`src/rtl/chc_pkg.sv`:
```
package chc_pkg;
    localparam int FRAME_BITS = 17;

    typedef enum logic [2:0] {
        ST_IDLE,
        ST_START,
        ST_LOW,
        ST_HIGH,
        ST_STOP,
        ST_RESP
    } chc_state_e;
endpackage

```
`src/rtl/chc_half_timer.sv`:
```
// Phase timer: expires once every max(len,1) cycles while run is high.
module chc_half_timer #(
    parameter int DIV_W = 4
) (
    input  logic             clk,
    input  logic             rst_n,
    input  logic             load_i,
    input  logic [DIV_W-1:0] len_i,
    input  logic             run_i,
    output logic             expire_o
);
    typedef struct packed {
        logic [DIV_W-1:0] cnt;
        logic [DIV_W-1:0] reload;
    } tmr_t;

    tmr_t tmr_d, tmr_q;

    always_comb begin
        tmr_d = tmr_q;
        if (load_i) begin
            tmr_d.reload = (len_i == '0) ? '0 : len_i - 1'b1;
            tmr_d.cnt    = tmr_d.reload;
        end else if (run_i) begin
            tmr_d.cnt = (tmr_q.cnt == '0) ? tmr_q.reload : tmr_q.cnt - 1'b1;
        end
    end

    always_ff @(posedge clk or negedge rst_n) begin
        if (!rst_n) tmr_q <= '0;
        else        tmr_q <= tmr_d;
    end

    assign expire_o = run_i && !load_i && (tmr_q.cnt == '0);

    // a running count never exceeds its reload value
    p_cnt_bound_r3: assert property (@(posedge clk) disable iff (!rst_n)
        tmr_q.cnt <= tmr_q.reload);
endmodule

```
`src/rtl/chc_frame_shifter.sv`:
```
// Shared shift register: sends the write word out of its MSB, collects read bits at its LSB.
module chc_frame_shifter #(
    parameter int WIDTH = 34
) (
    input  logic             clk,
    input  logic             rst_n,
    input  logic             load_i,
    input  logic [WIDTH-1:0] load_val_i,
    input  logic             shift_i,
    input  logic             bit_i,
    output logic [WIDTH-1:0] data_o,
    output logic             msb_o
);
    logic [WIDTH-1:0] sh_d, sh_q;

    always_comb begin
        sh_d = sh_q;
        if (load_i)       sh_d = load_val_i;
        else if (shift_i) sh_d = {sh_q[WIDTH-2:0], bit_i};
    end

    always_ff @(posedge clk or negedge rst_n) begin
        if (!rst_n) sh_q <= '0;
        else        sh_q <= sh_d;
    end

    assign data_o = sh_q;
    assign msb_o  = sh_q[WIDTH-1];

    // with no load or shift the word holds
    p_hold_r7: assert property (@(posedge clk) disable iff (!rst_n)
        !load_i && !shift_i |=> $stable(sh_q));
endmodule

```
`src/rtl/chc_chain_host.sv`:
```
module chc_chain_host
    import chc_pkg::*;
#(
    parameter int N_DEV = 2,
    parameter int DIV_W = 4
) (
    input  logic                        clk,
    input  logic                        rst_n,
    input  logic                        cmd_valid,
    output logic                        cmd_ready,
    input  logic                        cmd_read,
    input  logic [DIV_W-1:0]            cmd_half,
    input  logic [FRAME_BITS*N_DEV-1:0] cmd_frames,
    output logic                        rsp_valid,
    input  logic                        rsp_ready,
    output logic [FRAME_BITS*N_DEV-1:0] rsp_frames,
    output logic                        busy,
    output logic                        done,
    output logic                        chain_rst,
    output logic                        chain_clk,
    output logic                        dq_drive,
    output logic                        dq_oe,
    input  logic                        dq_in
);
    localparam int W     = FRAME_BITS * N_DEV;
    localparam int IDX_W = $clog2(W + 1);

    typedef struct packed {
        chc_state_e       st;
        logic             rd;
        logic [IDX_W-1:0] idx;
        logic             crst;
        logic             cclk;
        logic             done;
    } ctl_t;

    ctl_t ctl_d, ctl_q;

    logic         tmr_load, tmr_run, tmr_expire;
    logic         sh_load, sh_shift, sh_bit, sh_msb;
    logic [W-1:0] sh_load_val, sh_data;

    chc_half_timer #(.DIV_W(DIV_W)) u_timer (
        .clk      (clk),
        .rst_n    (rst_n),
        .load_i   (tmr_load),
        .len_i    (cmd_half),
        .run_i    (tmr_run),
        .expire_o (tmr_expire)
    );

    chc_frame_shifter #(.WIDTH(W)) u_shifter (
        .clk        (clk),
        .rst_n      (rst_n),
        .load_i     (sh_load),
        .load_val_i (sh_load_val),
        .shift_i    (sh_shift),
        .bit_i      (sh_bit),
        .data_o     (sh_data),
        .msb_o      (sh_msb)
    );

    always_comb begin
        ctl_d       = ctl_q;
        ctl_d.done  = 1'b0;
        tmr_load    = 1'b0;
        sh_load     = 1'b0;
        sh_load_val = cmd_read ? '0 : cmd_frames;
        sh_shift    = 1'b0;
        sh_bit      = 1'b0;
        tmr_run     = (ctl_q.st == ST_START) || (ctl_q.st == ST_LOW) ||
                      (ctl_q.st == ST_HIGH)  || (ctl_q.st == ST_STOP);
        unique case (ctl_q.st)
            ST_IDLE: begin
                if (cmd_valid) begin
                    tmr_load   = 1'b1;
                    sh_load    = 1'b1;
                    ctl_d.st   = ST_START;
                    ctl_d.rd   = cmd_read;
                    ctl_d.idx  = '0;
                    ctl_d.crst = 1'b0;
                    ctl_d.cclk = 1'b0;
                end
            end
            ST_START: begin
                if (tmr_expire) begin
                    ctl_d.crst = 1'b1;
                    ctl_d.st   = ST_LOW;
                    if (ctl_q.rd) begin
                        sh_shift = 1'b1;
                        sh_bit   = dq_in;
                    end
                end
            end
            ST_LOW: begin
                if (tmr_expire) begin
                    ctl_d.cclk = 1'b1;
                    ctl_d.st   = ST_HIGH;
                    if (ctl_q.rd && (ctl_q.idx != '0)) begin
                        sh_shift = 1'b1;
                        sh_bit   = dq_in;
                    end
                end
            end
            ST_HIGH: begin
                if (tmr_expire) begin
                    ctl_d.cclk = 1'b0;
                    if (!ctl_q.rd) sh_shift = 1'b1;
                    if (ctl_q.idx == IDX_W'(W - 1)) begin
                        ctl_d.st = ST_STOP;
                    end else begin
                        ctl_d.idx = ctl_q.idx + 1'b1;
                        ctl_d.st  = ST_LOW;
                    end
                end
            end
            ST_STOP: begin
                if (tmr_expire) begin
                    ctl_d.crst = 1'b0;
                    if (ctl_q.rd) begin
                        ctl_d.st = ST_RESP;
                    end else begin
                        ctl_d.st   = ST_IDLE;
                        ctl_d.done = 1'b1;
                    end
                end
            end
            ST_RESP: begin
                if (rsp_ready) begin
                    ctl_d.st   = ST_IDLE;
                    ctl_d.done = 1'b1;
                end
            end
            default: ctl_d.st = ST_IDLE;
        endcase
    end

    always_ff @(posedge clk or negedge rst_n) begin
        if (!rst_n) begin
            ctl_q      <= '0;
            ctl_q.st   <= ST_IDLE;
        end else begin
            ctl_q <= ctl_d;
        end
    end

    assign cmd_ready  = (ctl_q.st == ST_IDLE);
    assign busy       = (ctl_q.st != ST_IDLE);
    assign rsp_valid  = (ctl_q.st == ST_RESP);
    assign rsp_frames = sh_data;
    assign done       = ctl_q.done;
    assign chain_rst  = ctl_q.crst;
    assign chain_clk  = ctl_q.cclk;
    assign dq_oe      = busy && (ctl_q.st != ST_RESP) && !ctl_q.rd;
    assign dq_drive   = dq_oe && sh_msb;

    // Edge counter used only by the checks below
    logic [IDX_W:0] rise_cnt_q;
    logic           clk_prev_q;
    always_ff @(posedge clk or negedge rst_n) begin
        if (!rst_n) begin
            rise_cnt_q <= '0;
            clk_prev_q <= 1'b0;
        end else begin
            clk_prev_q <= chain_clk;
            if (!chain_rst)                    rise_cnt_q <= '0;
            else if (chain_clk && !clk_prev_q) rise_cnt_q <= rise_cnt_q + 1'b1;
        end
    end

    p_edge_count_r2: assert property (@(posedge clk) disable iff (!rst_n)
        $fell(chain_rst) |-> rise_cnt_q == (IDX_W+1)'(W));
    p_rise_in_frame_r2: assert property (@(posedge clk) disable iff (!rst_n)
        $rose(chain_clk) |-> chain_rst);
    p_idle_quiet_r1: assert property (@(posedge clk) disable iff (!rst_n)
        cmd_ready |-> !chain_clk && !rsp_valid);
    p_dq_steady_r5: assert property (@(posedge clk) disable iff (!rst_n)
        chain_clk |-> $stable(dq_drive));
    p_rst_edge_r8: assert property (@(posedge clk) disable iff (!rst_n)
        !$stable(chain_rst) |-> !chain_clk);
    p_rsp_hold_r9: assert property (@(posedge clk) disable iff (!rst_n)
        rsp_valid && !rsp_ready |=> rsp_valid && $stable(rsp_frames));
    p_done_pulse_r9: assert property (@(posedge clk) disable iff (!rst_n)
        done |=> !done);
    p_read_hiz_r6: assert property (@(posedge clk) disable iff (!rst_n)
        rsp_valid |-> !dq_oe && !chain_rst);
endmodule

```
`config.mk`:
```
export PLATFORM = sky130hd
export DESIGN_NAME = chc_chain_host
export DESIGN_NICKNAME = d
export VERILOG_FILES = /design/src/rtl/chc_pkg.sv /design/src/rtl/chc_half_timer.sv /design/src/rtl/chc_frame_shifter.sv /design/src/rtl/chc_chain_host.sv
export SDC_FILE = /design/constraint.sdc
export NUM_CORES = 1
export LEC_CHECK = 0
export BUFFER_PORTS_ARGS = -buffer_cell sky130_fd_sc_hd__buf_2
export CAP_MARGIN = 10
export CORE_UTILIZATION = 55
export DETAILED_ROUTE_END_ITERATION = 8
export GPL_ROUTABILITY_DRIVEN = 0
export HOLD_SLACK_MARGIN = 0.06
export PLACE_DENSITY = 0.93
export RECOVER_POWER = 100
export SLEW_MARGIN = 20
export SYNTH_ARGS = -nofsm -noshare
export SYNTH_HDL_FRONTEND = slang
export SYNTH_SLANG_ARGS = --single-unit
```
`constraint.sdc`:
```
create_clock -name clk -period 6.6 [get_ports clk]
set_input_delay 0.33 -clock clk [delete_from_list [all_inputs] [get_ports clk]]
set_output_delay 0.33 -clock clk [all_outputs]
set_load 0.01 [all_outputs]
```
Yosys cells after proc, flatten, opt, wreduce, memory -nomap -nowiden
Index checks and enable logic that the tools add are counted.
{ "word_totals": {"regBits": 55, "inputBits": 44, "out_inout_bits": 42, "elab_cells": 91} }
{ "classes": {"add_sub_neg": 3, "eq_ne": 14, "muxes": 39, "n_reduce_logical": 26} }
{ "ops": {"columns": ["cell", "n"], "rows": [
  ["34-bit two-way mux", 3],
  ["3-bit two-way mux", 7],
  ["3-bit case mux with 6 select lines", 1],
  ["4-bit two-way mux", 4],
  ["1-bit two-way mux", 15],
  ["12-bit two-way mux", 1],
  ["6-bit two-way mux", 2],
  ["2-bit inequality test, second input constant", 6],
  ["6-bit case mux with 2 select lines", 1],
  ["4-bit AND reduction", 3],
  ["1-bit case mux with 3 select lines", 3],
  ["3-bit nonzero test", 3],
  ["4-bit zero test", 2],
  ["4-bit by 1-bit subtractor with 4-bit output, second input constant", 2],
  ["6-bit by 1-bit adder with 6-bit output, second input constant", 1],
  ["3-bit by 2-bit equality test with 1-bit output, second input constant", 2],
  ["3-bit equality test, second input constant", 2],
  ["6-bit equality test, second input constant", 1],
  ["1-bit logical AND", 6],
  ["6-bit AND reduction", 1],
  ["2-bit nonzero test", 3],
  ["6-bit nonzero test", 1],
  ["1-bit case mux with 2 select lines", 2],
  ["3-bit by 1-bit equality test with 1-bit output, second input constant", 1],
  ["6 further kinds", 9]
]} }

Longest topological paths before layout
Gate-level depths: netlist of the first run.
{ "logic_depth": {"word_depth": 10, "depth_mapped": 8, "ltp_nobuf": 6} }

Modules after synthesis
Synthesis of the first run repeated with hierarchy kept, for this count alone.
{ "hier_totals": {"cells_unflattened": 339, "hier_area_um2": 3230.6} }
{ "modules_own_cells": {"columns": ["module", "n_inst", "cells_per_inst", "area_each_um2", "seq_area_each_um2"], "rows": [
  ["chc_frame_shifter", 1, 148, 1601.5, 850.8],
  ["chc_chain_host", 1, 143, 1144.8, 325.3],
  ["chc_half_timer", 1, 48, 484.2, 200.2]
]} }

Worst setup path after synthesis of the first run
Ideal clock, no wire load.
{ "synth_timing": {"path_kind": "reg-to-reg", "start": "register u_timer.tmr_q[4] (netlist name)", "end": "register u_shifter.sh_q[1] (netlist: u_shifter.data_o[1])", "setup_ns": 0.126, "arrival_time_ns": 1.981, "required_time_ns": 6.474, "setup_slack_ns": 4.493, "stages_incl_launch_ff": 8, "n_path_buf": 1, "period_less_slack_ns": 2.107, "cell_sequence": "dfrtp_1 -> inv_1 -> ha_1 -> or3b_1 -> buf_2 -> a2111oi_4 -> nor3_1 -> a221o_1"} }
{ "synth_between": {"elab_chain_cells": 5, "elab_cells_between_ends": 7, "cone_classes": "4 x mux; 3 x reduce/logical"} }
{ "synth_lines": {"columns": ["element", "line_no", "text"], "rows": [
  ["start, declared", "chc_half_timer.sv:17", "tmr_t tmr_d, tmr_q;"],
  ["start signal, assigned", "chc_half_timer.sv:31", "else tmr_q <= tmr_d;"],
  ["4-bit zero test *", "chc_half_timer.sv:34", "assign expire_o = run_i && !load_i && (tmr_q.cnt == '0);"],
  ["1-bit logical AND *", "chc_half_timer.sv:34", null],
  ["1-bit two-way mux, on equally long branches", "chc_chain_host.sv:106, chc_chain_host.sv:86, chc_chain_host.sv:96", null],
  ["1-bit case mux with 3 select lines *", "chc_chain_host.sv:73", "unique case (ctl_q.st)"],
  ["2-bit nonzero test (no source line) *", null, null],
  ["end signal, assigned", "chc_frame_shifter.sv:23", "if (!rst_n) sh_q <= '0;"],
  ["end signal, assigned", "chc_frame_shifter.sv:24", "else sh_q <= sh_d;"],
  ["end, declared", "chc_frame_shifter.sv:14", "logic [WIDTH-1:0] sh_d, sh_q;"]
]} }
Mark *: on every way between the ends. The rest lies on a longest branch, timed or not.
A chain may end at the register's enable or synchronous reset.

Worst setup path in the final report of the first run
{ "layout_timing": {"start": "register ctl_q[12] (netlist name)", "end": "register u_timer.tmr_q[6] (netlist name)"} }
{ "layout_between": {"elab_chain_cells": 5, "elab_cells_between_ends": 11, "cone_classes": "4 x eq/ne; 2 x mux; 5 x reduce/logical"} }
{ "layout_lines": {"columns": ["element", "line_no", "text"], "rows": [
  ["start, declared", "chc_chain_host.sv:37", "ctl_t ctl_d, ctl_q;"],
  ["start signal, assigned", "chc_chain_host.sv:143", "ctl_q <= ctl_d;"],
  ["3-bit by 1-bit equality test with 1-bit output / 3-bit by 2-bit equality test with 1-bit output (equally long branches)", "chc_chain_host.sv:71", "tmr_run = (ctl_q.st == ST_START) || (ctl_q.st == ST_LOW) ||"],
  ["1-bit logical OR (2 in a row)", "chc_chain_host.sv:71", null],
  ["1-bit logical OR", "chc_chain_host.sv:72", "(ctl_q.st == ST_HIGH) || (ctl_q.st == ST_STOP);"],
  ["2-bit nonzero test (no source line)", null, null]
]} }
Parallel ways exist; a longest one is shown, timed or not.

==> results.sh, run 1 <==
export IMPL_synthToLayoutAreaGrowth_pct=13.6
export IMPL_total_power_mw=1.42
export IMPL_ys_warnings_count=0
export IMPL_synth_top_area_share_pct=45.0
export IMPL_grt_pass1_vias=2624
export IMPL_cp_slowest_stage_delay_ps=2050
export IMPL_endpoint="u_timer.tmr_q[6]$_DFFE_PN0P_"
export IMPL_ir_drop_mv=0.180
export IMPL_drv_slew=131
export IMPL_ios=86
export IMPL_startpoint="ctl_q[12]$_DFFE_PN0P_"
export IMPL_synth_avg_cell_area_um2=8.82
export IMPL_worst_r2r_cell_count=5
export IMPL_grt_pass1_wl_um=12300
export IMPL_wl_per_cell_um=15.4
export IMPL_drtPass1Iterations=6
export IMPL_endpoint_kind="flop"
export IMPL_initial_core_util_pct=58.4
export IMPL_drtAntennaViolNets=0
export IMPL_syn_inst=347
export IMPL_post_synth_main_area_contributors="dfrtp_1 (45%), a21oi_1 (6.9%), a31oi_1 (6.7%)"
export IMPL_crit_slowest_cell="clkbuf_1"
export IMPL_tns_ps=0
export IMPL_fin_crit_ps=3790
export IMPL_yosysTopAreaCell="dfrtp_1"
export IMPL_numCtsBuffers=5
export IMPL_worst_pin_slew_ps=2930
export IMPL_cts_resized=0
export IMPL_clock_path_buffers=2
export IMPL_r2r_slack_ps=2810
export IMPL_core_area_um2=5240
export IMPL_vias=2951
export IMPL_path_buf_inv=1
export IMPL_seq_area_um2=1380
export IMPL_dieArea_um2=5860
export IMPL_reg2reg_from="ctl_q[12]$_DFFE_PN0P_"
export IMPL_synthFlopType="dfrtp_1"
export IMPL_cellPowerDensity_nw_per_um2=409
export IMPL_clock_skew_ps=7.84
export IMPL_clk_latency_ps=310
export IMPL_rows=26
export IMPL_rsz0062_at_grt="no"
export IMPL_violations="capacitance limit, slew limit"
export IMPL_status="finished, violations left"
export IMPL_critical_path_depth=5
export IMPL_fmax_ghz=0.264
export IMPL_placed_area_um2=3450
export IMPL_routed_wl_um=7410
export IMPL_async_flop_share_pct=100
export IMPL_root_buffer="clkbuf_8"
export IMPL_drive_above_1_share_pct=14.8
export IMPL_synth_most_common_cell="dfrtp_1"
export IMPL_swShare_pct=42.8
export IMPL_power_switching_uw=608
export IMPL_path_cells="nor3_1 -> nand2_2 -> clkbuf_1 -> mux2_2 -> a21oi_1"
export IMPL_io_buffers=85
export IMPL_multi_input_area_um2=1480
export IMPL_viasPerCell=6.12
export IMPL_drc_errors=0
export IMPL_required_ps=6830
export IMPL_cts_sinks=55
export IMPL_fillers=444
export IMPL_fp_dieW_um=76.6
export IMPL_synth_edf_count=0
export IMPL_seqPwrFrac_pct=45.5
export IMPL_grt_max_degree=75
export IMPL_post_route_period_util_pct=57.5
export IMPL_syn_cell_area_um2=3060
export IMPL_ys_ff_latch=55
export IMPL_hp_class="primary input to flop"
export IMPL_drtIter0Drc=340
export IMPL_cp_max_fo=74
export IMPL_start_kind="flop"
export IMPL_insertedDiodeCount=0
export IMPL_h_tree_depth=2
export IMPL_synthTopCellsByCount="dfrtp_1 (55), a21oi_1 (42), o21ai_1 (35)"
export IMPL_whs_path_depth=2
export IMPL_slew_headroom_pct=-95.3
export IMPL_drv_cap=2
export IMPL_pwr_share_comb_pct=41.2
export IMPL_hold_violations=0
export IMPL_synth_cell_types=49
export IMPL_finalSetupViolCount=0
export IMPL_clkPwrFrac_pct=13.3
export IMPL_p_int_uw=812
export IMPL_synth_yosys_seq_area_share_pct=45.0
export IMPL_crit_reg2reg_capture="u_timer.tmr_q[6]$_DFFE_PN0P_"
export IMPL_postLayoutCoreUtil_pct=66.3
export IMPL_grt_overflow=0
export IMPL_leakagePower_nw=1.50
export IMPL_stdcell_area_um2=3470
export IMPL_pre_cts_slack_ps=3860
export IMPL_nets=460
export IMPL_dp_hpwl_um=4850
export IMPL_path_class="flop to flop"
export IMPL_cts_setup_buffers=0
export IMPL_crit_family="buffers and inverters"
export IMPL_track_usage_pct=25.9
export IMPL_cp_arrival_ps=4020
export IMPL_die_h_um=76.6
export IMPL_setup_ws_ps=2810
export IMPL_ctsHoldBuffers=0
export IMPL_path_clk_slew_ps=90
export IMPL_antenna_found_initial=0
export IMPL_cts_tree="built"
export IMPL_syn_num_nets=396
cell type report:
type                       instances  share of cell area, %
multi-input combinational        248                   42.6
sequential                        55                   39.6
timing repair buffer              90                   11.5
tap                               70                   2.52
clock buffer                       6                   2.09
inverter                          11                   1.19
clock inverter                     2                  0.468
power groups by stage:
stage               clock network, mW  logic, mW  registers (mW)
floorplan                           0      0.391           0.644
global placement                    0      0.585           0.635
detailed placement                  0      0.609           0.642
CTS                             0.191      0.616           0.636
global route                    0.204      0.654           0.667
finish                          0.189      0.585           0.646
flip-flops by register name, indices dropped and copies added (netlist names):
| signal | flops |
|---|---|
| chain_rst | 1 |
| u_timer.tmr_q | 8 |
| done | 1 |
| chain_clk | 1 |
| ctl_q | 10 |
| u_shifter.data_o | 34 |
layout by cell type (no fill, tap or decap), types with 5 or more instances in the layout:
master and count:
nand3_1 33, inv_1 8, nand2_1 16, nor2_1 9
o21ai_0 9, o211ai_1 5, clkbuf_8 5, a31oi_1 33
o21ai_1 32, a21oi_1 42, dfrtp_1 55, clkbuf_1 45
ha_1 5, nor3_1 8, buf_2 44
cells by family (layout without fill, tap and decap cells):
logic type | Yosys count | in the layout | share of synthesized area (%)
flops | 55 | 55 | 45.0
compound gates | 139 | 139 | 27.2
simple gates | 95 | 95 | 16.3
mux | 4 | 4 | 1.35
xor+xnor | 5 | 5 | 1.43
fa+ha+maj | 5 | 5 | 2.04
buf+inv | 44 | 109 | 6.71
routing by layer:
metal | GRT usage (%) | vias up | part of all wire (%)
met4 | 8.08 | 0 | 1.1
met2 | 42.1 | 130 | 47
met5 | 0 | - | 0
li1 | - | 1419 | -
met3 | 4.19 | 9 | 6.5
met1 | 35.6 | 1393 | 45
worst min path at each step:
stage	startpoint	end	slack (ps)
3_3_place_gp	u_timer.tmr_q[0]$_DFFE_PN0P_	u_timer.tmr_q[0]$_DFFE_PN0P_	470
6_report	cmd_half[0]	u_timer.tmr_q[0]$_DFFE_PN0P_	270
4_1_cts	rst_n	u_timer.tmr_q[1]$_DFFE_PN0P_	170
3_5_place_dp	u_timer.tmr_q[0]$_DFFE_PN0P_	u_timer.tmr_q[0]$_DFFE_PN0P_	470
2_1_floorplan	rst_n	chain_clk$_DFFE_PN0P_	30
5_1_grt	cmd_half[0]	u_timer.tmr_q[0]$_DFFE_PN0P_	280
metrics by stage:
stage	hold WS (ps)	std cells
after floorplan	34.4	347
after global placement	466	474
after detailed placement	470	474
after CTS	170	482
after global routing	283	482
final	266	482
Note: power is estimated with default switching activity, not from simulation.
==> run 2, diff against run 1 <==
Settings changed: CORE_UTILIZATION 55 to 52, PLACE_DENSITY 0.93 to 0.89.
Clock period 6.6 ns to 3.53 ns, I/O delays scaled along.
==> run 2 against run 1 <==
Net effect: the run still ends with capacitance limit, slew limit left; final cell count up 1.2%; setup slack worse by 2200 ps; first-iteration DRC count down 21%; via count up 0.81%; design area up 0.86%; flip-flop and latch count unchanged; critical path depth unchanged; global-route usage down 0.36 points; core utilization down 3.5 points; power up 86%; die area up 5.6%.
==> results.sh, run 2 (same netlist as run 1, synthesis figures left out) <==
export IMPL_h_tree_depth=2
export IMPL_grt_pass1_vias=2634
export IMPL_start_kind="flop"
export IMPL_cp_max_fo=42
export IMPL_cts_tree="built"
export IMPL_postLayoutCoreUtil_pct=62.9
export IMPL_clock_skew_ps=18.8
export IMPL_nets=464
export IMPL_layout_commonest_cell="dfrtp_1"
export IMPL_cts_resized=0
export IMPL_finalSetupViolCount=0
export IMPL_fin_crit_ps=2920
export IMPL_root_buffer="clkbuf_8"
export IMPL_drtAntennaViolNets=0
export IMPL_leakagePower_nw=1.52
export IMPL_worst_pin_slew_ps=1510
export IMPL_fp_dieW_um=78.7
export IMPL_final_cell_mix="dfrtp_1 (55), buf_2 (44), clkbuf_1 (43), a21oi_1 (42), nand3_1 (34)"
export IMPL_fmax_ghz=0.342
export IMPL_core_area_um2=5570
export IMPL_wl_per_cell_um=15.6
export IMPL_routed_wl_um=7620
export IMPL_drtPass1Iterations=4
export IMPL_synthToLayoutAreaGrowth_pct=14.6
export IMPL_vias=2975
export IMPL_track_usage_pct=25.6
export IMPL_initial_core_util_pct=54.9
export IMPL_numCtsBuffers=5
export IMPL_antenna_found_initial=0
export IMPL_grt_overflow=0
export IMPL_io_buffers=85
export IMPL_cts_setup_buffers=0
export IMPL_cts_sinks=55
export IMPL_path_clk_slew_ps=100
export IMPL_clock_path_buffers=2
export IMPL_ios=86
export IMPL_cp_arrival_ps=3100
export IMPL_drive_above_1_share_pct=15.1
export IMPL_rows=27
export IMPL_endpoint_kind="flop"
export IMPL_hp_class="primary input to flop"
export IMPL_drtIter0Drc=268
export IMPL_hold_violations=0
export IMPL_violations="capacitance limit, slew limit"
export IMPL_drv_slew=28
export IMPL_required_ps=3710
export IMPL_grt_max_degree=43
export IMPL_status="finished, violations left"
export IMPL_total_power_mw=2.64
export IMPL_dieArea_um2=6190
export IMPL_dp_hpwl_um=5190
export IMPL_slew_headroom_pct=-0.589
export IMPL_rsz0062_at_grt="no"
export IMPL_die_h_um=78.7
export IMPL_path_class="flop to flop"
export IMPL_tns_ps=0
export IMPL_largest_reg_flops=34
export IMPL_ir_drop_mv=0.318
export IMPL_clk_latency_ps=330
export IMPL_cellPowerDensity_nw_per_um2=755
export IMPL_grt_pass1_wl_um=12500
export IMPL_drc_errors=0
export IMPL_ctsHoldBuffers=1
export IMPL_drv_cap=1
export IMPL_insertedDiodeCount=0
export IMPL_viasPerCell=6.10
export IMPL_post_route_period_util_pct=82.8
-- run 2: metrics by stage --
stage | hold slack [ps] | instance area [µm²] | setup slack, ps | instances
after global placement | 214 | 3470 | 1020 | 479
after floorplan | -119 | 3060 | 1420 | 347
after detailed placement | 223 | 3470 | 915 | 479
final | 111 | 3500 | 607 | 488
after CTS | 99.0 | 3580 | 901 | 488
after global routing | 113 | 3500 | 435 | 488
-- run 2: path summary, 6_finish.rpt --
check                                                   end  slack, ps  depth (start not counted)                    startpoint
hold reg to reg                u_timer.tmr_q[0]$_DFFE_PN0P_        490                          2  u_timer.tmr_q[0]$_DFFE_PN0P_
min in group asynchronous  u_shifter.data_o[30]$_DFFE_PN0P_        740                          2                         rst_n
setup / recovery           u_shifter.data_o[33]$_DFFE_PN0P_        610                          5         ctl_q[10]$_DFFE_PN0P_
hold / removal                 u_timer.tmr_q[0]$_DFFE_PN0P_        110                          2                   cmd_half[0]
setup reg to reg           u_shifter.data_o[33]$_DFFE_PN0P_        610                          5         ctl_q[10]$_DFFE_PN0P_
max in group asynchronous      u_timer.tmr_q[0]$_DFFE_PN0P_       1360                          3                         rst_n
-- run 2: worst max-delay path, cell delays in order, from the launching register on --
cell	delay, ps
dfrtp_1	600
nor3_1	380
nand2_1	840
clkbuf_2	630
a21oi_1	270
a31oi_1	60
-- run 2: layout make-up --
class	count	area, µm²
Fill cell	509	2070
Multi-Input combinational cell	248	1470
Sequential cell	55	1380
Timing Repair Buffer	94	432
Tap cell	72	90.1
Clock buffer	5	68.8
Inverter	11	41.3
Clock inverter	3	25.0
-- run 2: routing by layer --
layer	wire length [µm]	part of all wire (%)	vias to the layer above	GRT usage, %
met3	562	7.4	16	5.52
met4	172	2.3	0	10.6
li1	-	-	1428	-
met1	3250	43	1407	35.1
met2	3630	48	124	39.1
met5	0	0	-	0
-- run 2: where the power goes --
part	switching (mW)	leakage [nW]	internal (mW)
combinational	0.622	0.825	0.456
clock	0.224	0.0452	0.145
sequential	0.283	0.653	0.915
